### src/rtl/pkt_txn_pkg.sv
`timescale 1ns/1ps
package pkt_txn_pkg;

    localparam int ADDR_W     = 32;
    localparam int DATA_W     = 32;
    localparam int SIZE_W     = 16;
    localparam int WORD_BYTES = DATA_W / 8;
    localparam int HDR_BYTES  = 8;
    localparam int WCNT_W     = SIZE_W - 2;
    localparam int HDR_CNT_W  = $clog2(HDR_BYTES + 1);
    localparam int IDX_W      = $clog2(WORD_BYTES);

    localparam logic [7:0] OP_WR     = 8'h00;
    localparam logic [7:0] OP_SEQ_WR = 8'h04;
    localparam logic [7:0] OP_RD     = 8'h10;
    localparam logic [7:0] OP_SEQ_RD = 8'h14;
    localparam logic [7:0] RESP_FLIP = 8'h80;

    typedef struct packed {
        logic [7:0]        op;
        logic [WCNT_W-1:0] wcount;
        logic [ADDR_W-1:0] addr;
    } req_hdr_t;

    typedef enum logic [1:0] {
        KIND_WR,
        KIND_RD,
        KIND_NONE
    } kind_e;

    typedef struct packed {
        kind_e kind;
        logic  seq;
    } op_info_t;

    typedef enum logic [3:0] {
        ST_IDLE,
        ST_HDR,
        ST_DECIDE,
        ST_WDATA,
        ST_WBUS,
        ST_DRAIN,
        ST_RBUS,
        ST_RSEND,
        ST_RESP_LD,
        ST_RESP
    } exec_st_e;

    function automatic op_info_t decode_op(input logic [7:0] op);
        op_info_t info;
        case (op)
            OP_WR:     info = '{kind: KIND_WR,   seq: 1'b0};
            OP_SEQ_WR: info = '{kind: KIND_WR,   seq: 1'b1};
            OP_RD:     info = '{kind: KIND_RD,   seq: 1'b0};
            OP_SEQ_RD: info = '{kind: KIND_RD,   seq: 1'b1};
            default:   info = '{kind: KIND_NONE, seq: 1'b0};
        endcase
        return info;
    endfunction

    function automatic logic [WCNT_W-1:0] word_limit(input op_info_t info,
                                                     input logic [WCNT_W-1:0] words);
        if (!info.seq && words > WCNT_W'(1))
            return WCNT_W'(1);
        return words;
    endfunction

    // Status word, emitted least significant byte first on the wire.
    function automatic logic [DATA_W-1:0] status_word(input logic [7:0] op,
                                                      input logic [SIZE_W-1:0] nbytes);
        return {nbytes[7:0], nbytes[15:8], 8'h00, op ^ RESP_FLIP};
    endfunction

endpackage

### src/rtl/txn_hdr_collect.sv
`timescale 1ns/1ps
module txn_hdr_collect
    import pkt_txn_pkg::*;
(
    input  logic                 clk,
    input  logic                 rst,
    input  logic                 take,
    input  logic                 first,
    input  logic [7:0]           byte_in,
    output req_hdr_t             hdr,
    output logic [HDR_CNT_W-1:0] cnt
);

    int pos;
    always_comb pos = first ? 0 : int'(cnt);

    always_ff @(posedge clk) begin
        if (rst) begin
            hdr <= '0;
            cnt <= '0;
        end else if (take) begin
            cnt <= first ? HDR_CNT_W'(1) : cnt + HDR_CNT_W'(1);
            case (pos)
                0: hdr.op <= byte_in;
                1: ;
                2: hdr.wcount[WCNT_W-1:6] <= byte_in;
                3: hdr.wcount[5:0] <= byte_in[7:2];
                default: hdr.addr[8*(HDR_BYTES-1-pos) +: 8] <= byte_in;
            endcase
        end
    end

    AST_HDR_CNT_BOUND: assert property (@(posedge clk) disable iff (rst)
        cnt <= HDR_CNT_W'(HDR_BYTES)) else $error("header count overrun");

endmodule

### src/rtl/txn_word_pack.sv
`timescale 1ns/1ps
module txn_word_pack
    import pkt_txn_pkg::*;
(
    input  logic              clk,
    input  logic              rst,
    input  logic              clear,
    input  logic              take,
    input  logic [7:0]        byte_in,
    output logic [DATA_W-1:0] word,
    output logic              last_byte
);

    localparam logic [IDX_W-1:0] LAST = IDX_W'(WORD_BYTES - 1);

    logic [IDX_W-1:0] cnt;

    assign last_byte = (cnt == LAST);

    always_ff @(posedge clk) begin
        if (rst) begin
            word <= '0;
            cnt  <= '0;
        end else if (clear) begin
            cnt <= '0;
        end else if (take) begin
            word <= {byte_in, word[DATA_W-1:8]};
            cnt  <= cnt + IDX_W'(1);
        end
    end

endmodule

### src/rtl/txn_byte_ser.sv
`timescale 1ns/1ps
module txn_byte_ser
    import pkt_txn_pkg::*;
(
    input  logic              clk,
    input  logic              rst,
    input  logic              load,
    input  logic [DATA_W-1:0] word_in,
    input  logic              sop_in,
    input  logic              eop_in,
    input  logic              out_ready,
    output logic              out_valid,
    output logic [7:0]        out_data,
    output logic              out_sop,
    output logic              out_eop,
    output logic              fin
);

    localparam logic [IDX_W-1:0] LAST = IDX_W'(WORD_BYTES - 1);

    logic [DATA_W-1:0] sh;
    logic [IDX_W-1:0]  idx;
    logic              sop_f, eop_f, active;

    assign out_valid = active;
    assign out_data  = sh[7:0];
    assign out_sop   = sop_f && (idx == '0);
    assign out_eop   = eop_f && (idx == LAST);
    assign fin       = active && out_ready && (idx == LAST);

    always_ff @(posedge clk) begin
        if (rst) begin
            sh     <= '0;
            idx    <= '0;
            sop_f  <= 1'b0;
            eop_f  <= 1'b0;
            active <= 1'b0;
        end else if (load) begin
            sh     <= word_in;
            idx    <= '0;
            sop_f  <= sop_in;
            eop_f  <= eop_in;
            active <= 1'b1;
        end else if (active && out_ready) begin
            if (idx == LAST) begin
                active <= 1'b0;
            end else begin
                sh  <= sh >> 8;
                idx <= idx + IDX_W'(1);
            end
        end
    end

    AST_OUT_HOLD: assert property (@(posedge clk) disable iff (rst)
        out_valid && !out_ready |=> out_valid && $stable(out_data) && $stable(out_sop) && $stable(out_eop))
        else $error("response byte changed under backpressure");

    AST_LOAD_WHEN_IDLE: assert property (@(posedge clk) disable iff (rst)
        load |-> !active) else $error("serializer reloaded while busy");

    AST_EOP_CLOSES: assert property (@(posedge clk) disable iff (rst)
        out_valid && out_ready && out_eop |=> !out_valid) else $error("bytes after end flag");

endmodule

### src/rtl/pkt_txn_exec.sv
`timescale 1ns/1ps
module pkt_txn_exec
    import pkt_txn_pkg::*;
(
    input  logic              clk,
    input  logic              rst,
    input  logic              in_valid,
    output logic              in_ready,
    input  logic [7:0]        in_data,
    input  logic              in_sop,
    input  logic              in_eop,
    output logic              out_valid,
    input  logic              out_ready,
    output logic [7:0]        out_data,
    output logic              out_sop,
    output logic              out_eop,
    output logic              mm_read,
    output logic              mm_write,
    output logic [ADDR_W-1:0] mm_addr,
    output logic [DATA_W-1:0] mm_wdata,
    input  logic [DATA_W-1:0] mm_rdata,
    input  logic              mm_waitreq
);

    exec_st_e             state;
    req_hdr_t             hdr;
    logic [HDR_CNT_W-1:0] hdr_cnt;
    logic                 hdr_eop, wr_eop, pend_read, first_word;
    logic [ADDR_W-1:0]    addr_q;
    logic [WCNT_W-1:0]    words_left;
    logic [SIZE_W-1:0]    wr_bytes;

    logic                 take, hdr_take, hdr_first, pack_take, pack_clear, pack_last;
    logic [DATA_W-1:0]    pack_word;
    logic                 ser_load, ser_sop, ser_eop, ser_fin;
    logic [DATA_W-1:0]    ser_word;
    op_info_t             info;
    logic [WCNT_W-1:0]    lim;
    logic                 grant;

    assign in_ready = (state == ST_IDLE) || (state == ST_HDR) ||
                      (state == ST_WDATA) || (state == ST_DRAIN);
    assign take       = in_valid && in_ready;
    assign hdr_first  = (state == ST_IDLE);
    assign hdr_take   = take && ((state == ST_IDLE && in_sop) || state == ST_HDR);
    assign pack_take  = take && (state == ST_WDATA);
    assign pack_clear = (state == ST_DECIDE);
    assign info       = decode_op(hdr.op);
    assign lim        = word_limit(info, hdr.wcount);
    assign grant      = !mm_waitreq;

    assign mm_read  = (state == ST_RBUS);
    assign mm_write = (state == ST_WBUS);
    assign mm_addr  = addr_q;
    assign mm_wdata = pack_word;

    assign ser_load = (state == ST_RESP_LD) || (state == ST_RBUS && grant);
    assign ser_word = (state == ST_RESP_LD) ? status_word(hdr.op, wr_bytes) : mm_rdata;
    assign ser_sop  = (state == ST_RESP_LD) ? 1'b1 : first_word;
    assign ser_eop  = (state == ST_RESP_LD) ? 1'b1 : (words_left == WCNT_W'(1));

    txn_hdr_collect u_hdr (
        .clk     (clk),
        .rst     (rst),
        .take    (hdr_take),
        .first   (hdr_first),
        .byte_in (in_data),
        .hdr     (hdr),
        .cnt     (hdr_cnt)
    );

    txn_word_pack u_pack (
        .clk       (clk),
        .rst       (rst),
        .clear     (pack_clear),
        .take      (pack_take),
        .byte_in   (in_data),
        .word      (pack_word),
        .last_byte (pack_last)
    );

    txn_byte_ser u_ser (
        .clk       (clk),
        .rst       (rst),
        .load      (ser_load),
        .word_in   (ser_word),
        .sop_in    (ser_sop),
        .eop_in    (ser_eop),
        .out_ready (out_ready),
        .out_valid (out_valid),
        .out_data  (out_data),
        .out_sop   (out_sop),
        .out_eop   (out_eop),
        .fin       (ser_fin)
    );

    always_ff @(posedge clk) begin
        if (rst) begin
            state      <= ST_IDLE;
            hdr_eop    <= 1'b0;
            wr_eop     <= 1'b0;
            pend_read  <= 1'b0;
            first_word <= 1'b0;
            addr_q     <= '0;
            words_left <= '0;
            wr_bytes   <= '0;
        end else begin
            case (state)
                ST_IDLE: begin
                    if (take && in_sop && !in_eop)
                        state <= ST_HDR;
                end
                ST_HDR: begin
                    if (take) begin
                        if (hdr_cnt == HDR_CNT_W'(HDR_BYTES - 1)) begin
                            hdr_eop <= in_eop;
                            state   <= ST_DECIDE;
                        end else if (in_eop) begin
                            state <= ST_IDLE;
                        end
                    end
                end
                ST_DECIDE: begin
                    addr_q     <= hdr.addr;
                    words_left <= lim;
                    wr_bytes   <= '0;
                    first_word <= 1'b1;
                    pend_read  <= (info.kind == KIND_RD) && (lim != '0);
                    if (info.kind == KIND_RD && lim != '0)
                        state <= hdr_eop ? ST_RBUS : ST_DRAIN;
                    else if (hdr_eop)
                        state <= ST_RESP_LD;
                    else if (info.kind == KIND_WR && lim != '0)
                        state <= ST_WDATA;
                    else
                        state <= ST_DRAIN;
                end
                ST_WDATA: begin
                    if (take) begin
                        if (pack_last) begin
                            wr_eop <= in_eop;
                            state  <= ST_WBUS;
                        end else if (in_eop) begin
                            state <= ST_RESP_LD;
                        end
                    end
                end
                ST_WBUS: begin
                    if (grant) begin
                        wr_bytes   <= wr_bytes + SIZE_W'(WORD_BYTES);
                        addr_q     <= addr_q + ADDR_W'(WORD_BYTES);
                        words_left <= words_left - WCNT_W'(1);
                        if (wr_eop)
                            state <= ST_RESP_LD;
                        else if (words_left == WCNT_W'(1))
                            state <= ST_DRAIN;
                        else
                            state <= ST_WDATA;
                    end
                end
                ST_DRAIN: begin
                    if (take && in_eop)
                        state <= pend_read ? ST_RBUS : ST_RESP_LD;
                end
                ST_RBUS: begin
                    if (grant) begin
                        first_word <= 1'b0;
                        state      <= ST_RSEND;
                    end
                end
                ST_RSEND: begin
                    if (ser_fin) begin
                        if (words_left == WCNT_W'(1)) begin
                            state <= ST_IDLE;
                        end else begin
                            addr_q     <= addr_q + ADDR_W'(WORD_BYTES);
                            words_left <= words_left - WCNT_W'(1);
                            state      <= ST_RBUS;
                        end
                    end
                end
                ST_RESP_LD: state <= ST_RESP;
                ST_RESP: begin
                    if (ser_fin)
                        state <= ST_IDLE;
                end
                default: state <= ST_IDLE;
            endcase
        end
    end

    AST_HOLD_ON_WAIT: assert property (@(posedge clk) disable iff (rst)
        (mm_read || mm_write) && mm_waitreq |=>
            mm_read == $past(mm_read) && mm_write == $past(mm_write) &&
            $stable(mm_addr) && $stable(mm_wdata))
        else $error("bus access changed while stalled");

    AST_WRITE_NO_OUTPUT: assert property (@(posedge clk) disable iff (rst)
        mm_write |-> !out_valid) else $error("response overlaps a write");

endmodule

### config.mk
export PLATFORM = sky130hd
export DESIGN_NAME = pkt_txn_exec
export DESIGN_NICKNAME = d
export VERILOG_FILES = /design/src/rtl/pkt_txn_pkg.sv /design/src/rtl/txn_hdr_collect.sv /design/src/rtl/txn_word_pack.sv /design/src/rtl/txn_byte_ser.sv /design/src/rtl/pkt_txn_exec.sv
export SDC_FILE = /design/constraint.sdc
export NUM_CORES = 1
export LEC_CHECK = 0
export BUFFER_PORTS_ARGS = -buffer_cell sky130_fd_sc_hd__buf_4
export CELL_PAD_IN_SITES_DETAIL_PLACEMENT = 1
export CELL_PAD_IN_SITES_GLOBAL_PLACEMENT = 2
export CORE_MARGIN = 3
export CORE_UTILIZATION = 31
export DETAILED_ROUTE_END_ITERATION = 7
export GPL_TIMING_DRIVEN = 0
export PLACE_DENSITY_LB_ADDON = 0.1
export RECOVER_POWER = 25
export SKIP_LAST_GASP = 1
export SLEW_MARGIN = 20
export SYNTH_ARGS = -nofsm -noshare
export SYNTH_HDL_FRONTEND = slang
export SYNTH_SLANG_ARGS = --single-unit
### constraint.sdc
create_clock -name clk -period 3.9 [get_ports clk]
set_input_delay 0.585 -clock clk [delete_from_list [all_inputs] [get_ports clk]]
set_output_delay 0.585 -clock clk [all_outputs]
set_load 0.005 [all_outputs]
==> reports/metrics.cfg, run 1 <==
[outcome]
status=finished clean

[drt]
wl_per_cell_um=21.38
drt_first_pass_iters=8
first_iter_violations=515
ant_nets=0
drt-vias-per-instance=5.395
num_vias=9431
routed_wl_mm=37.38
drc=0

[sta]
period_minus_slack_ns=3.742
clock.fmax_mhz=267.2
max-slew-margin-rel=0.3479
finalSetupViolCount=0
tightest_slew_ns=0.9707
hold_viol=0
drv_slew=0
clock_skew_ns=0.01782
fin_crit_sh=0.9595

[pwr]
ir_drop_mv=0.2732
powerDensity_mw_per_mm2=410.3
p_leak_uw=0.004334
total_power_uw=4719

[logic_synthesis]
synthesis.area_mm2=0.009429
synth-edff-count=0
postSynthAreaPerCell_um2=7.838
synth_cells=1203
yosys_warnings=0
synth.largest_area_cell=dfxtp_1
syn-num-nets=1265
post-synth-top-area-fraction=0.4183
synth_cell_types=69
synth_area_leaders=dfxtp_1 42%, nand2_1 6.6%, nor2_1 6.2%
ys_seq_area_frac=0.4183
synthArstFlopShare=0
synth_seq_cells=197
ys.flop_type=dfxtp_1

[setup_path]
worst-path-max-fanout=10
crit_required_ns=4.20
critPathLaunchType=flip-flop
cp.arrival_ns=4.04
path_class=reg -> reg
worstSetupEndpointType=flip-flop
rr_worst_depth=16

[die]
initial_core_util=0.3165
die_w_um=180.4
die_y_um=180.4
die_area_mm2=0.03254
ios=125
rows=63
core_area_mm2=0.02980

[clock_tree]
insertion_delay_ns=0.45
tritoncts=yes
cts-htree-levels=4
clk_path_buf_depth=2
cts_buffers=17
clockRootBuffer=clkbuf_16
clk_pin_slew_ns=0.07
holdBufCountCts=0
cts_sinks=197

[hold_path]
min_path_cells=3
hold_path.class=in -> reg

[place]
globalplace.congestion=0.8057
dp_hpwl_mm=27.08
io_buffers=116

[global_routing]
grt_max_degree=19
grt_pass1_vias=9602
overflow=0
grt_pass1_wl_mm=57.61
grt_usage=0.2263
grt_antenna_before_repair=0

[cells_and_area]
area_delta_synth_final_pct=21.99
final_core_util=0.3860
final_nets=1407
fill_cells=3625
layout-drive-gt1-share=0.1487
final_common_cell=dfxtp_1
n_antenna_cell=0
most-common-layout-cells=197 x dfxtp_1, 164 x nand2_1, 154 x nor2_1, 106 x a21oi_1, 83 x clkbuf_1

[run]
drv_cap=0

==> report_power, final <==
| group | switching (uW) | leakage, uW | internal, uW |
|---|---|---|---|
| logic | 525 | 0.00246 | 251 |
| clock network | 895 | 0.000287 | 941 |
| registers | 53.7 | 0.00159 | 2060 |
==> worst paths after layout <==
kind | startpoint | endpoint | slack, ns
worst max-delay path | state[1] | u_hdr.hdr[22] | 0.16
worst min register to register | u_pack.word[2] | u_pack.word[2] | 0.46
worst min-delay path | mm_rdata[8] | u_ser.sh[8] | 0.38
worst max register to register | state[1] | u_hdr.hdr[22] | 0.16
==> metrics by stage <==
step / worst slack, ns / hold slack, ns / cell area, um^2 / cells / TNS [ns]
6_report: 0.1579 / 0.3780 / 11500 / 1748 / 0
3_3_place_gp: -0.4354 / 0.4430 / 10790 / 1709 / -10.89
4_1_cts: -0.02863 / 0.3500 / 11430 / 1744 / -0.07203
3_5_place_dp: -0.4729 / 0.4502 / 10790 / 1709 / -11.98
5_1_grt: -0.06614 / 0.3527 / 11500 / 1748 / -0.5158
2_1_floorplan: 0.1760 / 0.4321 / 9429 / 1203 / 0
==> logic make-up (layout without fill, tap and decap cells) <==
| group | count (synthesis) | in the layout | synth area share |
|---|---|---|---|
| multiplexers | 25 | 25 | 0.02667 |
| AO/OA/AOI/OAI | 309 | 309 | 0.2042 |
| XOR/XNOR | 22 | 22 | 0.02044 |
| adder cells (fa/ha/maj) | 16 | 16 | 0.02097 |
| flip-flops | 197 | 197 | 0.4183 |
| AND/OR/NAND/NOR | 513 | 513 | 0.2553 |
| buffers and inverters | 121 | 276 | 0.05414 |
==> cells in the mapped netlist (6+ instances only) <==
library cell	n
o211ai_1	6
a211oi_1	6
and3_1	9
xnor2_1	8
a32oi_1	7
o21ai_0	76
a222oi_1	6
o31ai_1	7
clkbuf_1	80
nand4_1	12
nor3b_1	6
o21ai_1	7
a21oi_1	106
buf_4	9
buf_2	11
nor4_1	12
nor3_1	29
ha_1	15
nor2_1	155
nand2b_1	7
mux2i_1	24
or3_1	8
inv_1	16
nor2b_1	8
dfxtp_1	197
a31o_2	9
a31oi_1	10
xor2_1	14
and2_1	8
a22oi_1	23
nand2_1	165
nand3_1	62
==> cell type report <==
class,instances,area (um^2),share of cell area
well taps,390,488.0,0.04242
clock buffers,19,452.9,0.03938
plain buffers,103,454.2,0.03949
flip-flops and latches,197,3944,0.3429
inverters,17,63.81,0.005548
repair buffers,124,928.4,0.08071
clock inverters,13,136.4,0.01186
multi-input cells,885,5035,0.4377
==> worst max-delay path, stage by stage (launching register included) <==
cell      delay [ns]
dfxtp_1         0.30
clkbuf_4        0.18
or4_4           0.61
nand2_4         0.11
inv_2           0.08
ha_1            0.23
buf_4           0.18
nand3_1         0.13
ha_4            0.15
nor4bb_4        0.19
a31oi_1         0.13
a2111o_1        0.44
buf_4           0.17
nor4_4          0.26
buf_12          0.18
mux2i_1         0.20
nor2_1          0.05
==> metal layers <==
metal,up-vias,GRT usage,part of all wire
li1,4553,-,-
met1,4680,0.3038,0.47
met2,170,0.3863,0.48
met3,28,0.04078,0.041
met4,0,0.03930,0.0097
met5,-,0,0
==> state kept, by name, summed over array words and instances (netlist names), 2 cells and up <==
register and flops:
words_left 14, u_ser.idx 2, u_hdr.cnt 4, u_hdr.hdr 54, u_pack.cnt 2, wr_bytes 14, state 4, u_pack.word 32
mm_addr 32, u_ser.sh 32
==> timing repair <==
| item | CTS | global route |
|---|---|---|
| pin swaps | 3 | 6 |
| endpoints found under the setup margin | 32 | 32 |
| gates resized for setup | 5 | 14 |
| cloned | 0 | 0 |
| hold endpoints to repair | 0 | 0 |
| setup buffers | 4 | 4 |
(Power assumes the default switching activity.)
==> inputs of run 2 (changes only) <==
--- a/config.mk
+++ b/config.mk
@@ -9,7 +9,7 @@
 export CELL_PAD_IN_SITES_DETAIL_PLACEMENT = 1
 export CELL_PAD_IN_SITES_GLOBAL_PLACEMENT = 2
 export CORE_MARGIN = 3
-export CORE_UTILIZATION = 31
+export CORE_UTILIZATION = 39
 export DETAILED_ROUTE_END_ITERATION = 7
 export GPL_TIMING_DRIVEN = 0
 export PLACE_DENSITY_LB_ADDON = 0.1
@@ -18,4 +18,5 @@
 export SLEW_MARGIN = 20
 export SYNTH_ARGS = -nofsm -noshare
 export SYNTH_HDL_FRONTEND = slang
+export SYNTH_HIERARCHICAL = 1
 export SYNTH_SLANG_ARGS = --single-unit
==> constraint.sdc (replaced) <==
create_clock -name clk -period 4.5 [get_ports clk]
set_input_delay 0.675 -clock clk [delete_from_list [all_inputs] [get_ports clk]]
set_output_delay 0.675 -clock clk [all_outputs]
set_load 0.005 [all_outputs]
==> run 2 against run 1 <==
Net effect:
- global-route usage increased by 2.2 points
- largest cell class unchanged
- die area shrank 11%
- clock power fell by 16%
==> reports/metrics.cfg, run 2 <==
[cells_and_area]
final_nets=1395  ; -0.85%
largest_register_ffs=54  ; unchanged
most-common-layout-cells=197 x dfxtp_1, 108 x nor2_1, 89 x nand2_1, 86 x mux2i_1, 85 x nand2b_1
final_common_cell=dfxtp_1
area_delta_synth_final_pct=17.96
layout-drive-gt1-share=0.2126  ; +0.06389
seqCellArea_mm2=0.003944  ; unchanged
multi_input_comb_area_mm2=0.006013  ; +19%
fill_cells=3117  ; -14%
n_antenna_cell=0  ; unchanged
largest_register=u_hdr/hdr

[logic_synthesis]
ys_top_cells_by_count=197 x dfxtp_1, 108 x nor2_1, 89 x nand2_1
ys.flop_type=dfxtp_1
synth_seq_cells=197  ; unchanged
postSynthAreaPerCell_um2=8.891  ; +13%
synthesis.area_mm2=0.01056  ; +12%
synth.largest_area_cell=dfxtp_1
synth_area_leaders=dfxtp_1 37%, mux2i_1 8.1%, nand2b_1 5.0%
syn-num-nets=1251  ; -1.1%
post-synth-top-area-fraction=0.3734  ; -0.04489
synth_cell_types=89  ; +29%
synth-edff-count=0  ; unchanged
synth_cells=1188  ; -1.2%
synthArstFlopShare=0  ; unchanged
ys_seq_area_frac=0.3734  ; -0.04489
synth_most_common_cell=dfxtp_1
yosys_warnings=6  ; +6

[setup_path]
crit_required_ns=4.85  ; +0.65 ns
cp.arrival_ns=4.56  ; +0.52 ns
path_class=reg -> reg
worstSetupEndpointType=flip-flop
worst-path-max-fanout=10  ; unchanged
critPathLaunchType=flip-flop

[clock_tree]
insertion_delay_ns=0.43  ; -0.02 ns
cts_sinks=197  ; unchanged
holdBufCountCts=0  ; unchanged
clk_path_buf_depth=2  ; unchanged
clockRootBuffer=clkbuf_16
clk_pin_slew_ns=0.07  ; about the same
cts-htree-levels=4  ; unchanged
cts_buffers=17  ; unchanged
cts_resized=0  ; -5
tritoncts=yes
cts_setup_buffers=0  ; -4

[sta]
finalSetupViolCount=0  ; unchanged
tightest_slew_ns=0.9632  ; -0.007523 ns
max-slew-margin-rel=0.3525  ; +0.004649
clock.fmax_mhz=237.4  ; -11%
fin_tns_setup_ns=0  ; unchanged
clock_skew_ns=0.01444  ; -0.003382 ns
fin_crit_sh=0.9361  ; -0.02338
drv_slew=0  ; unchanged
hold_viol=0  ; unchanged
grt_setup_unrepaired=no
period_minus_slack_ns=4.213  ; +0.4705 ns

[drt]
routed_wl_mm=36.06  ; -3.5%
drc=0  ; unchanged
wl_per_cell_um=21.46  ; +0.36%
dr_wl_met3_mm=1.703  ; +12%
drt_first_pass_iters=5  ; -3
wl_met1_mm=16.55  ; -5.2%
wl_met2_mm=17.33  ; -3.9%
top_layer=met4
ant_nets=0  ; unchanged
drt-vias-per-instance=5.645  ; +4.6%
first_iter_violations=711  ; +38%
num_vias=9483  ; +0.55%

[pwr]
p_comb_frac=0.065  ; -0.099
p_sw_uw=919.4  ; -38%
ir_drop_mv=0.2624  ; -3.9%
powerDensity_mw_per_mm2=284.5  ; -31%
clock_power_share=0.439  ; +0.050
switching_share=0.2593  ; -0.05271
p_int_uw=2626  ; -19%
p_seq_frac=0.497  ; +0.050
total_power_uw=3545  ; -25%
p_leak_uw=0.004849  ; +12%

[outcome]
status=finished clean

[global_routing]
grt_max_degree=19  ; unchanged
overflow=0  ; unchanged
grt_usage=0.2486  ; +0.02237
grt_pass1_wl_mm=56.34  ; -2.2%
grt_pass1_vias=9675  ; +0.76%
grt_antenna_before_repair=0  ; unchanged

[die]
core_area_mm2=0.02635  ; -12%
die_w_um=170.6  ; -5.4%
initial_core_util=0.4008  ; +0.08435
ios=125  ; unchanged
rows=59  ; -6.3%
die_area_mm2=0.02909  ; -11%
die_y_um=170.6  ; -5.4%

[place]
io_buffers=124  ; +6.9%
globalplace.congestion=0.8751  ; +8.6%
dp_hpwl_mm=26.68  ; -1.5%

[hold_path]
hold_path.class=reg -> reg

[run]
drv_cap=0  ; unchanged

run 2: cell count changes in the layout (fill, tap and decap cells not counted), sizes merged, moves of 37 or more:
cell | before | now
o21ai | 83 | 39
mux2i | 24 | 87
nand2b | 7 | 86
clkbuf | 167 | 130
nor2 | 155 | 108
nand2 | 165 | 90
run 2: area by class of cell:
type | count | share of cell area
buffer | 85 | 0.03645
sequential | 197 | 0.3165
clock buffer | 18 | 0.03444
clock inverter | 14 | 0.01125
multi-input combinational | 864 | 0.4826
timing repair buffer | 125 | 0.07240
inverter | 42 | 0.01265
tap | 335 | 0.03364
run 2: final timing paths:
kind	startpoint	endpoint	slack, ns	cells past startpoint
max reg2reg	state[2]	u_hdr/hdr[13]	0.29	14
max	state[2]	u_hdr/hdr[13]	0.29	14
min	u_hdr/hdr[1]	mm_addr[1]	0.46	2
min reg2reg	u_hdr/hdr[1]	mm_addr[1]	0.46	2
run 2: logic make-up (layout without fill, tap and decap cells):
group                    after synthesis  after routing  synth area share
flip-flops                           197            197            0.3734
adder cells (fa/ha/maj)               16             16           0.01895
AO/OA/AOI/OAI                        239            239            0.1731
XOR/XNOR                              18             18           0.01493
buffers and inverters                127            284           0.05792
multiplexers                         108            108            0.1052
AND/OR/NAND/NOR                      483            483            0.2566
run 2: layer usage:
metal  vias to the layer above  global-route usage
li1                       4547                   -
met1                      4664              0.3367
met2                       238              0.4186
met3                        34             0.03882
met4                         0             0.05679
met5                         -                   0
run 2: critical path, stage by stage, from the launching register on:
cell      delay, ns
dfxtp_1        0.40
clkbuf_1       0.37
clkbuf_1       0.43
nor4_2         0.12
buf_2          0.20
buf_2          0.19
nor2b_1        0.22
ha_1           0.21
buf_6          0.14
nand3b_1       0.09
ha_1           0.32
nor4b_4        0.30
nand2_2        0.14
nor4_4         0.70
mux2i_1        0.29
run 2: stage by stage:
stage / instances / setup slack [ns] / hold slack, ns / cell area, um^2 / util
after floorplan: 1188 / 1.094 / 0.4323 / 10560 / -
after global placement: 1647 / -0.2384 / 0.4497 / 11910 / 0.4520
after detailed placement: 1648 / 0.3129 / 0.4539 / 11920 / 0.4525
after CTS: 1680 / 0.2726 / 0.4669 / 12490 / 0.4741
after global routing: 1680 / 0.03664 / 0.4948 / 12460 / 0.4728
final: 1680 / 0.2874 / 0.4608 / 12460 / 0.4728
run 2: power groups by stage:
stage / clock [uW] / sequential, uW / combinational, uW
global route: 1650 / 1760 / 249
CTS: 1590 / 1760 / 230
detailed placement: 0 / 1800 / 229
finish: 1550 / 1760 / 230
global placement: 0 / 1800 / 227
floorplan: 0 / 1800 / 130
